==> src/rtl/pwin_pkg.sv <==
package pwin_pkg;

    typedef enum logic [1:0] {
        ST_IDLE  = 2'd0,
        ST_COUNT = 2'd1,
        ST_SAT   = 2'd2
    } meas_st_t;

    localparam logic [1:0] EDGE_RISE = 2'b10;
    localparam logic [1:0] EDGE_FALL = 2'b01;

    function automatic logic edge_hit(input logic [1:0] sel, input logic rise, input logic fall);
        return ((sel == EDGE_RISE) && rise) || ((sel == EDGE_FALL) && fall);
    endfunction

    function automatic logic edge_on(input logic [1:0] sel);
        return (sel == EDGE_RISE) || (sel == EDGE_FALL);
    endfunction

endpackage

==> src/rtl/pwin_filter.sv <==
module pwin_filter #(
    parameter int SLOW_DIV = 4,
    parameter int NSAMP    = 4
) (
    input  logic clk,
    input  logic rst_n,
    input  logic raw,
    input  logic samp_slow,
    output logic rise,
    output logic fall
);
    localparam int DW = (SLOW_DIV > 1) ? $clog2(SLOW_DIV) : 1;

    logic [DW-1:0]    div_q;
    logic [1:0]       sync_q;
    logic [NSAMP-1:0] sh_q;
    logic [NSAMP-1:0] sh_nxt;
    logic             lvl_q;
    logic             lvl_d;
    logic             tick;

    always_ff @(posedge clk or negedge rst_n) begin
        if (!rst_n)                            div_q <= '0;
        else if (div_q == DW'(SLOW_DIV - 1))   div_q <= '0;
        else                                   div_q <= div_q + 1'b1;
    end

    assign tick   = samp_slow ? (div_q == '0) : 1'b1;
    assign sh_nxt = {sh_q[NSAMP-2:0], sync_q[1]};

    always_ff @(posedge clk or negedge rst_n) begin
        if (!rst_n) begin
            sync_q <= '0;
            sh_q   <= '0;
            lvl_q  <= 1'b0;
            lvl_d  <= 1'b0;
        end else begin
            sync_q <= {sync_q[0], raw};
            lvl_d  <= lvl_q;
            if (tick) begin
                sh_q <= sh_nxt;
                if (&sh_nxt)       lvl_q <= 1'b1;
                else if (~|sh_nxt) lvl_q <= 1'b0;
            end
        end
    end

    assign rise = lvl_q & ~lvl_d;
    assign fall = ~lvl_q & lvl_d;


    lvl_tick_chk: assert property (@(posedge clk) disable iff (!rst_n)
        (lvl_q != $past(lvl_q)) |-> $past(tick));


    lvl_agree_chk: assert property (@(posedge clk) disable iff (!rst_n)
        $rose(lvl_q) |-> $past(sync_q[1]));

endmodule

==> src/rtl/pwin_presc.sv <==
module pwin_presc #(
    parameter int PSW = 2
) (
    input  logic           clk,
    input  logic           rst_n,
    input  logic [PSW-1:0] sel,
    output logic           tick
);
    localparam int PCW = (1 << PSW) - 1;

    logic [PCW-1:0] pc_q;
    logic [PCW-1:0] mask;

    always_ff @(posedge clk or negedge rst_n) begin
        if (!rst_n) pc_q <= '0;
        else        pc_q <= pc_q + 1'b1;
    end

    always_comb mask = PCW'((1 << sel) - 1);

    assign tick = ((pc_q & mask) == '0);

endmodule

==> src/rtl/pwin_meas.sv <==
module pwin_meas
    import pwin_pkg::*;
#(
    parameter int CW = 16
) (
    input  logic          clk,
    input  logic          rst_n,
    input  logic          tick,
    input  logic          rise,
    input  logic          fall,
    input  logic [1:0]    clr_sel,
    input  logic [1:0]    det_sel,
    input  logic [CW-1:0] win_min,
    input  logic [CW-1:0] win_max,
    output logic [CW-1:0] cnt,
    output logic          win_flag,
    output logic          irq
);
    localparam logic [CW-1:0] TOP = '1;

    meas_st_t      st_q, st_nxt;
    logic [CW-1:0] cnt_q;
    logic          flag_q;
    logic          irq_q;
    logic          clr_evt;
    logic          det_evt;
    logic          clr_en;

    assign clr_evt = edge_hit(clr_sel, rise, fall);
    assign det_evt = edge_hit(det_sel, rise, fall);
    assign clr_en  = edge_on(clr_sel);

    always_ff @(posedge clk or negedge rst_n) begin
        if (!rst_n) st_q <= ST_IDLE;
        else        st_q <= st_nxt;
    end

    always_comb begin
        st_nxt = st_q;
        unique case (st_q)
            ST_IDLE:  if (clr_evt) st_nxt = ST_COUNT;
            ST_COUNT: begin
                if (clr_evt)                                     st_nxt = ST_COUNT;
                else if (tick && clr_en && cnt_q == TOP - 1'b1) st_nxt = ST_SAT;
            end
            ST_SAT:   if (clr_evt) st_nxt = ST_COUNT;
            default:  st_nxt = ST_IDLE;
        endcase
    end

    always_ff @(posedge clk or negedge rst_n) begin
        if (!rst_n) begin
            cnt_q  <= '0;
            flag_q <= 1'b0;
            irq_q  <= 1'b0;
        end else begin
            irq_q <= det_evt & flag_q;
            if (clr_evt) begin
                cnt_q  <= '0;
                flag_q <= 1'b0;
            end else begin
                if (st_q == ST_COUNT && tick && clr_en) cnt_q <= cnt_q + 1'b1;
                if (st_q != ST_IDLE) begin
                    if (cnt_q == win_max)      flag_q <= 1'b0;
                    else if (cnt_q == win_min) flag_q <= 1'b1;
                end
            end
        end
    end

    assign cnt      = cnt_q;
    assign win_flag = flag_q;
    assign irq      = irq_q;


    clr_zero_chk: assert property (@(posedge clk) disable iff (!rst_n)
        clr_evt |=> (cnt_q == '0));


    flag_clr_chk: assert property (@(posedge clk) disable iff (!rst_n)
        clr_evt |=> !flag_q);


    irq_single_chk: assert property (@(posedge clk) disable iff (!rst_n)
        irq_q |=> !irq_q);


    irq_flag_chk: assert property (@(posedge clk) disable iff (!rst_n)
        irq_q |-> $past(flag_q));


    sat_hold_chk: assert property (@(posedge clk) disable iff (!rst_n)
        (cnt_q == TOP && !clr_evt) |=> (cnt_q == TOP));


    hold_chk: assert property (@(posedge clk) disable iff (!rst_n)
        !clr_en |=> (cnt_q == $past(cnt_q)));

endmodule

==> src/rtl/pwin_rx.sv <==
module pwin_rx #(
    parameter int CW       = 16,
    parameter int PSW      = 2,
    parameter int SLOW_DIV = 4,
    parameter int NSAMP    = 4
) (
    input  logic           clk,
    input  logic           rst_n,
    input  logic           rx_in,
    input  logic           samp_slow,
    input  logic [PSW-1:0] presc_sel,
    input  logic [1:0]     clr_sel,
    input  logic [1:0]     det_sel,
    input  logic [CW-1:0]  win_min,
    input  logic [CW-1:0]  win_max,
    output logic [CW-1:0]  cnt,
    output logic           win_flag,
    output logic           irq
);
    logic f_rise;
    logic f_fall;
    logic c_tick;

    pwin_filter #(.SLOW_DIV(SLOW_DIV), .NSAMP(NSAMP)) u_filt (
        .clk       (clk),
        .rst_n     (rst_n),
        .raw       (rx_in),
        .samp_slow (samp_slow),
        .rise      (f_rise),
        .fall      (f_fall)
    );

    pwin_presc #(.PSW(PSW)) u_presc (
        .clk   (clk),
        .rst_n (rst_n),
        .sel   (presc_sel),
        .tick  (c_tick)
    );

    pwin_meas #(.CW(CW)) u_meas (
        .clk      (clk),
        .rst_n    (rst_n),
        .tick     (c_tick),
        .rise     (f_rise),
        .fall     (f_fall),
        .clr_sel  (clr_sel),
        .det_sel  (det_sel),
        .win_min  (win_min),
        .win_max  (win_max),
        .cnt      (cnt),
        .win_flag (win_flag),
        .irq      (irq)
    );


    rst_state_chk: assert property (@(posedge clk)
        !rst_n |=> (cnt == '0 && !win_flag && !irq));

endmodule

==> config.mk <==
export PLATFORM = sky130hd
export DESIGN_NAME = pwin_rx
export DESIGN_NICKNAME = d
export VERILOG_FILES = /design/src/rtl/pwin_pkg.sv /design/src/rtl/pwin_filter.sv /design/src/rtl/pwin_presc.sv /design/src/rtl/pwin_meas.sv /design/src/rtl/pwin_rx.sv
export SDC_FILE = /design/constraint.sdc
export NUM_CORES = 1
export LEC_CHECK = 0
export ABC_AREA = 1
export BUFFER_PORTS_ARGS = -buffer_cell sky130_fd_sc_hd__buf_2
export CAP_MARGIN = 20
export CORE_MARGIN = 4
export CORE_UTILIZATION = 40
export CTS_CLUSTER_DIAMETER = 100
export DETAILED_ROUTE_END_ITERATION = 8
export MAX_ROUTING_LAYER = met4
export PLACE_DENSITY = 0.65
export SLEW_MARGIN = 20
export SYNTH_ARGS = -nofsm -noshare
export SYNTH_HDL_FRONTEND = slang
export SYNTH_SLANG_ARGS = --single-unit
==> constraint.sdc <==
create_clock -name clk -period 1.4 [get_ports clk]
set_input_delay 0.28 -clock clk [delete_from_list [all_inputs] [get_ports clk]]
set_output_delay 0.28 -clock clk [all_outputs]
set_load 0.02 [all_outputs]
==> results of run 1 <==
==> power by group <==
| part | total (mW) | internal (mW) | leakage (nW) | switching (mW) |
|---|---|---|---|---|
| logic | 1.32 | 0.579 | 1.35 | 0.744 |
| registers | 1.23 | 1.04 | 0.398 | 0.184 |
| clock network | 0.895 | 0.526 | 0.0541 | 0.368 |
| total | 3.44 | 2.15 | 1.80 | 1.30 |
==> synthesized netlist by cell type <==
master    instances  area, sq um
a21o_1            1         7.51
a21oi_1           5         25.0
buf_2             5         25.0
buf_6             2         22.5
dfrtp_1          32          801
ha_1              7         87.6
inv_1            65          244
inv_2             3         11.3
nand2_1         143          537
nand2_2           1         6.26
nand2_4           1         11.3
nand3_1          16         80.1
nand3b_1          1         7.51
nand4_1          15         93.8
nor2_1           43          161
nor2_2            1         6.26
nor2_4            3         33.8
nor3_1            6         30.0
nor3_2            2         20.0
nor3_4            2         32.5
nor4_1            1         6.26
o21ai_0          13         65.1
o21ai_1           2         10.0
o21bai_1          1         7.51
o221a_2           1         11.3
xor2_1            4         35.0
==> cell type report <==
class / instances / share of cell area, %
flip-flops and latches: 32 / 25.9
well taps: 72 / 2.86
clock buffers: 5 / 2.19
repair buffers: 89 / 17.2
inverters: 68 / 8.11
clock inverters: 3 / 1.35
multi-input cells: 269 / 42.4
==> sequential cells by signal (all words and copies together), names as in the netlist, 2 cells and up <==
signal         cells
u_filt.sh_q        3
u_presc.pc_q       3
u_filt.div_q       2
u_meas.cnt        16
u_filt.sync_q      2
u_meas.st_q        2
==> logic make-up after synthesis <==
group,after synthesis
compound gates,23
xor+xnor,4
fa+ha+maj,7
buf+inv,75
flops,32
simple gates,235
==> layer usage <==
layer  up-vias  track usage [%]
met3         8             3.69
met2        61             27.2
met5         -                -
met1      1104             24.3
li1       1331                -
met4         0             5.18
==> final timing paths <==
path	depth (start not counted)	slack, ps	to
max	2	50	cnt[5]
min	2	-2	u_meas.cnt[0]
max reg2reg	7	60	u_meas.cnt[10]
min reg2reg	0	350	u_filt.sync_q[1]
max in group asynchronous	2	1070	u_meas.cnt[14]
min in group clk	1	100	u_filt.sync_q[0]
==> worst reg2reg max path: stages (launching register included) <==
cell	delay (ps)
dfrtp_1	410
nor2_1	120
nand2_1	100
a21oi_2	190
nand2_2	90
nand2_1	90
buf_4	140
o21ai_0	80
==> metrics by stage <==
step / hold slack (ps) / setup slack [ps] / setup TNS [ps]
after floorplan: -15.6 / 28.9 / 0
after global placement: 329 / -64.7 / -562
after detailed placement: 327 / -93.8 / -853
after CTS: 15.7 / 0.835 / 0
after global routing: 35.1 / -106 / -919
final: -2.02 / 50.3 / 0
==> timing repair <==
action | 4_1_cts | 5_1_grt
pin swaps | 0 | 11
resized for setup | 2 | 28
endpoints found under the setup margin | 2 | 18
buffers inserted | 0 | 7
==> results.sh, run 1 <==
export IMPL_slew_headroom_pct=72.8
export IMPL_final_util_pct=55.8
export IMPL_drt_iter0_drc=122
export IMPL_finalHoldViolations=1
export IMPL_fillCellCount=576
export IMPL_stdcell_area_sq_um=3150
export IMPL_port_buffers=59
export IMPL_synth_area_mux_share_pct=0
export IMPL_diodes=0
export IMPL_highest_layer="met4"
export IMPL_place_gp_congestion=0.905
export IMPL_clock_root_buffer="clkbuf_8"
export IMPL_synthesis_nets=425
export IMPL_dp_cells=523
export IMPL_setup_violations_final=0
export IMPL_multi_input_area_sq_um=1340
export IMPL_tightest_slew_ps=408
export IMPL_htree_levels=2
export IMPL_synth_top_family_by_area="simple AND/OR/NAND/NOR gates"
export IMPL_grt_antenna_before_repair=0
export IMPL_crit_type="reg2out"
export IMPL_die_area_sq_um=7240
export IMPL_met2_length_um=2740
export IMPL_track_usage_pct=18.0
export IMPL_synthAdderAreaFrac_pct=3.68
export IMPL_cp_slowest_cell="dfrtp_2"
export IMPL_die_h_um=85.1
export IMPL_nets=514
export IMPL_routedWlPerCell_um=11.2
export IMPL_grt_setup_unrepaired="yes"
export IMPL_worst_clock_skew_ps=8.09
export IMPL_cts_tree="built"
export IMPL_fmax_mhz=741
export IMPL_critPathMaxFanout=9
export IMPL_violations="hold timing"
export IMPL_synthSimpleGateAreaFrac_pct=43.1
export IMPL_critPathMaxStageDelay_ps=480
export IMPL_syn_avg_cell_area_sq_um=6.33
export IMPL_dr_wl_met3_um=325
export IMPL_synth_seq_area_share_pct=33.7
export IMPL_outcome="complete, but fails checks"
export IMPL_min_period_ps=1350
export IMPL_finalNonFillerCells=538
export IMPL_wl_met1_um=2900
export IMPL_regToRegStartpoint="u_presc.pc_q[0]"
export IMPL_drc=0
export IMPL_grt_max_degree=33
export IMPL_crit_path_end_kind="primary output"
export IMPL_startpoint="u_meas.cnt[5]"
export IMPL_syn_inst=376
export IMPL_final_common_cell="nand2_1"
export IMPL_syn_cell_area_sq_um=2380
export IMPL_yosysWarningCount=0
export IMPL_clk_latency_ps=290
export IMPL_synth_cell_types=26
export IMPL_cts_path_max_buffers=2
export IMPL_numClockSinks=32
export IMPL_drive_gt1_share_pct=30.0
export IMPL_dr_total_vias=2504
export IMPL_critPathBufInv=2
export IMPL_placed_area_sq_um=2920
export IMPL_rows=27
export IMPL_via_per_inst=4.65
export IMPL_maxCapViolCount=0
export IMPL_finalPower_mw=3.44
export IMPL_dr_pass1_iters=4
export IMPL_grt_pass1_wl_um=10500
export IMPL_overflow=0
export IMPL_final_cell_mix="138 x nand2_1, 61 x inv_1, 59 x buf_2"
export IMPL_routed_wl_um=6030
export IMPL_hold_class="in2async"
export IMPL_core_area_sq_um=5640
export IMPL_synth_compound_area_share_pct=5.31
export IMPL_p_leak_nw=1.80
export IMPL_io_pins=60
export IMPL_finalMaxSlewViolations=0
export IMPL_start_util_pct=42.2
export IMPL_dp_hpwl_um=4680
export IMPL_worstPathArrival_ps=1070
export IMPL_antenna_left=0
export IMPL_die_x_um=85.1
export IMPL_ir_worst_vdd_v=0.000877
export IMPL_power_density_nw_per_um2=1090
export IMPL_syn_to_final_growth_pct=32.4
export IMPL_grt_pass1_vias=2394
export IMPL_timing_hold_ws_ps=-2.02
export IMPL_cts_clk_slew_worst_paths_ps=70
export IMPL_synth_xor_area_share_pct=1.47
export IMPL_crit_family="flip-flops"
export IMPL_cts_made_buffers=5
export IMPL_crit_chain="buf_4, buf_2"
export IMPL_startpoint_type="flip-flop"
export IMPL_period_share_pct=96.4
export IMPL_hold_buffers=0
export IMPL_regArea_sq_um=816
export IMPL_critPathRequiredTime_ps=1120
export IMPL_ys_ff_latch=32
Note: power is estimated with default switching activity, not from simulation.
==> run 2: changes to the inputs <==
- CAP_MARGIN: 20 -> 5
- PLACE_DENSITY: 0.65 -> 0.66
- SETUP_SLACK_MARGIN: default -> 0.02
- SYNTH_HIERARCHICAL: default -> 1
==> results.sh, run 2 <==
export IMPL_synth_top_cell_area_share_pct=36.9
export IMPL_dr_total_vias=2358
export IMPL_synth_area_mux_share_pct=0
export IMPL_tightest_slew_ps=338
export IMPL_startpoint_type="flip-flop"
export IMPL_htree_levels=2
export IMPL_clk_latency_ps=290
export IMPL_place_gp_congestion=0.940
export IMPL_dr_wl_met3_um=463
export IMPL_overflow=0
export IMPL_numClockSinks=32
export IMPL_ys_ff_latch=32
export IMPL_finalHoldViolations=0
export IMPL_slew_headroom_pct=77.4
export IMPL_fillCellCount=493
export IMPL_maxCapViolCount=0
export IMPL_io_pins=60
export IMPL_period_share_pct=104
export IMPL_diodes=0
export IMPL_crit_end="u_meas/cnt[15]"
export IMPL_synth_seq_area_share_pct=36.9
export IMPL_cp_slowest_cell="dfrtp_2"
export IMPL_die_x_um=81.7
export IMPL_core_area_sq_um=5170
export IMPL_synth_most_common_cell="nand2_1"
export IMPL_reg2reg_depth=7
export IMPL_antenna_left=0
export IMPL_worstPathArrival_ps=1630
export IMPL_crit_path_end_kind="flip-flop"
export IMPL_syn_inst=324
export IMPL_fmax_mhz=687
export IMPL_grt_pass1_vias=2132
export IMPL_highest_layer="met4"
export IMPL_timing_final_ws_setup_ps=-56.0
export IMPL_power_density_nw_per_um2=1090
export IMPL_min_period_ps=1460
export IMPL_rr_endpoint="u_meas/cnt[15]"
export IMPL_dr_pass1_iters=5
export IMPL_syn_to_final_growth_pct=42.4
export IMPL_syn_avg_cell_area_sq_um=6.70
export IMPL_cts_tree="built"
export IMPL_ir_worst_vdd_v=0.000747
export IMPL_yosys_area_top_type="dfrtp_1"
export IMPL_drive_gt1_share_pct=37.5
export IMPL_multi_input_area_sq_um=1300
export IMPL_regToRegStartpoint="u_meas/cnt[0]"
export IMPL_rows=26
export IMPL_hold_class="in2reg"
export IMPL_met2_length_um=3120
export IMPL_die_h_um=81.7
export IMPL_violations="setup timing"
export IMPL_routedWlPerCell_um=13.3
export IMPL_cts_made_buffers=5
export IMPL_wl_met1_um=2730
export IMPL_clock_root_buffer="clkbuf_8"
export IMPL_synth_top_family_by_area="simple AND/OR/NAND/NOR gates"
export IMPL_syn_cell_area_sq_um=2170
export IMPL_largest_register_ffs=16
export IMPL_port_buffers=59
export IMPL_cts_path_max_buffers=2
export IMPL_die_area_sq_um=6670
export IMPL_regArea_sq_um=813
export IMPL_synth_xor_area_share_pct=4.84
export IMPL_grt_setup_unrepaired="yes"
export IMPL_p_leak_nw=1.69
export IMPL_setup_violations_final=7
export IMPL_grt_max_degree=21
export IMPL_dp_slack_ps=-113
export IMPL_synthAdderAreaFrac_pct=4.03
export IMPL_yosysWarningCount=6
export IMPL_finalMaxSlewViolations=0
export IMPL_placed_area_sq_um=2810
export IMPL_critPathRequiredTime_ps=1580
export IMPL_critPathMaxStageDelay_ps=470
export IMPL_hold_depth=1
export IMPL_synth_edff_count=0
export IMPL_critPathBufInv=0
export IMPL_via_per_inst=4.82
export IMPL_grt_pass1_wl_um=9700
export IMPL_final_common_cell="nand2_1"
export IMPL_startpoint="u_meas/cnt[0]"
export IMPL_crit_type="reg2reg"
export IMPL_crit_chain="nand2_4, nor3_4, nand2_2, nor2_2, nand2_1, o21ai_1, nor2_1"
export IMPL_nets=467
export IMPL_start_util_pct=42.0
export IMPL_final_cell_mix="94 x nand2_1, 59 x buf_2, 45 x inv_1"
export IMPL_synth_compound_area_share_pct=7.55
export IMPL_r2r_slack_ps=-60
export IMPL_routed_wl_um=6490
export IMPL_drc=0
export IMPL_drt_iter0_drc=142
export IMPL_cp_depth=7
export IMPL_critPathMaxFanout=7
export IMPL_netlist_top_cells_count="101 x nand2_1, 54 x inv_1, 41 x nor2_1"
export IMPL_synth_async_sr_flop_share_pct=100
export IMPL_synth_cell_types=28
export IMPL_synthesis_nets=373
export IMPL_synthSimpleGateAreaFrac_pct=36.3
export IMPL_cts_clk_slew_worst_paths_ps=60
export IMPL_synthTopCellsByArea="dfrtp_1 37%, nand2_1 17%, inv_1 9.3%, nor2_1 7.1%, ha_1 4.0%"
export IMPL_synth_main_ff_cell="dfrtp_1"
export IMPL_track_usage_pct=19.8
export IMPL_grt_antenna_before_repair=0
export IMPL_stdcell_area_sq_um=3090
export IMPL_dp_hpwl_um=4910
export IMPL_crit_family="simple AND/OR/NAND/NOR gates"
export IMPL_worst_clock_skew_ps=7.87
export IMPL_outcome="complete, but fails checks"
[run 2: cell families (layout without fill, tap and decap cells)]
| group | count (synthesis) | after routing |
|---|---|---|
| flops | 32 | 32 |
| xor+xnor | 12 | 12 |
| buf+inv | 59 | 154 |
| simple gates | 183 | 183 |
| fa+ha+maj | 7 | 7 |
| compound gates | 31 | 31 |
[run 2: layout make-up]
cell class,instances,area share [%]
clock buffers,8,3.24
repair buffers,90,18.6
inverters,56,7.04
well taps,70,2.83
flip-flops and latches,32,26.3
multi-input cells,233,42.0
[run 2: worst register-to-register path: cells and delay by family (launching register included)]
| family | cells | cell delay [ps] |
|---|---|---|
| AOI/OAI and AO/OA | 1 | 120 |
| and+or+nand+nor | 6 | 750 |
| DFF | 1 | 470 |
[run 2: timing repair]
| item | 4_1_cts | 5_1_grt |
|---|---|---|
| endpoints found under the hold margin | 12 | 0 |
| resized for setup | 4 | 44 |
| hold buffers | 1 | 0 |
| buffers inserted | 0 | 6 |
| setup endpoints to repair | 8 | 21 |
| pin swaps | 6 | 13 |
| gates cloned | 0 | 0 |
[run 2: metrics by stage]
| stage | hold slack (ps) | power [mW] | util, % | TNS [ps] | cells |
|---|---|---|---|---|---|
| final | 110 | 3.37 | 59.8 | -186 | 489 |
| after CTS | 101 | 3.24 | 56.4 | -12.5 | 483 |
| after global routing | 106 | 3.59 | 59.8 | -1820 | 489 |
| after detailed placement | 199 | 2.43 | 54.2 | -842 | 474 |
| after floorplan | -15.6 | 1.93 | - | 0 | 324 |
| after global placement | 196 | 2.40 | 54.2 | -418 | 474 |
[run 2: worst min-delay path by stage]
stage | startpoint | end | slack, ps
after CTS | rx_in | u_filt/sync_q[0] | 100
final | rx_in | u_filt/sync_q[0] | 110
after global placement | rst_n | u_presc/pc_q[2] | 200
after floorplan | rst_n | u_filt/div_q[0] | -20
after detailed placement | rst_n | u_presc/pc_q[2] | 200
after global routing | rx_in | u_filt/sync_q[0] | 110
[run 2: per-layer routing]
metal	GRT usage, %	up-vias
met3	3.07	14
met2	30.1	77
met1	26.3	1073
li1	-	1194
met4	8.64	0
met5	-	-
[run 2: report_power, final]
group          internal, mW  leakage [nW]  switching, mW  total (mW)
clock                 0.448        0.0515          0.336       0.784
combinational         0.551          1.23          0.761        1.31
sequential             1.07         0.405          0.205        1.27
total                  2.06          1.69           1.30        3.37
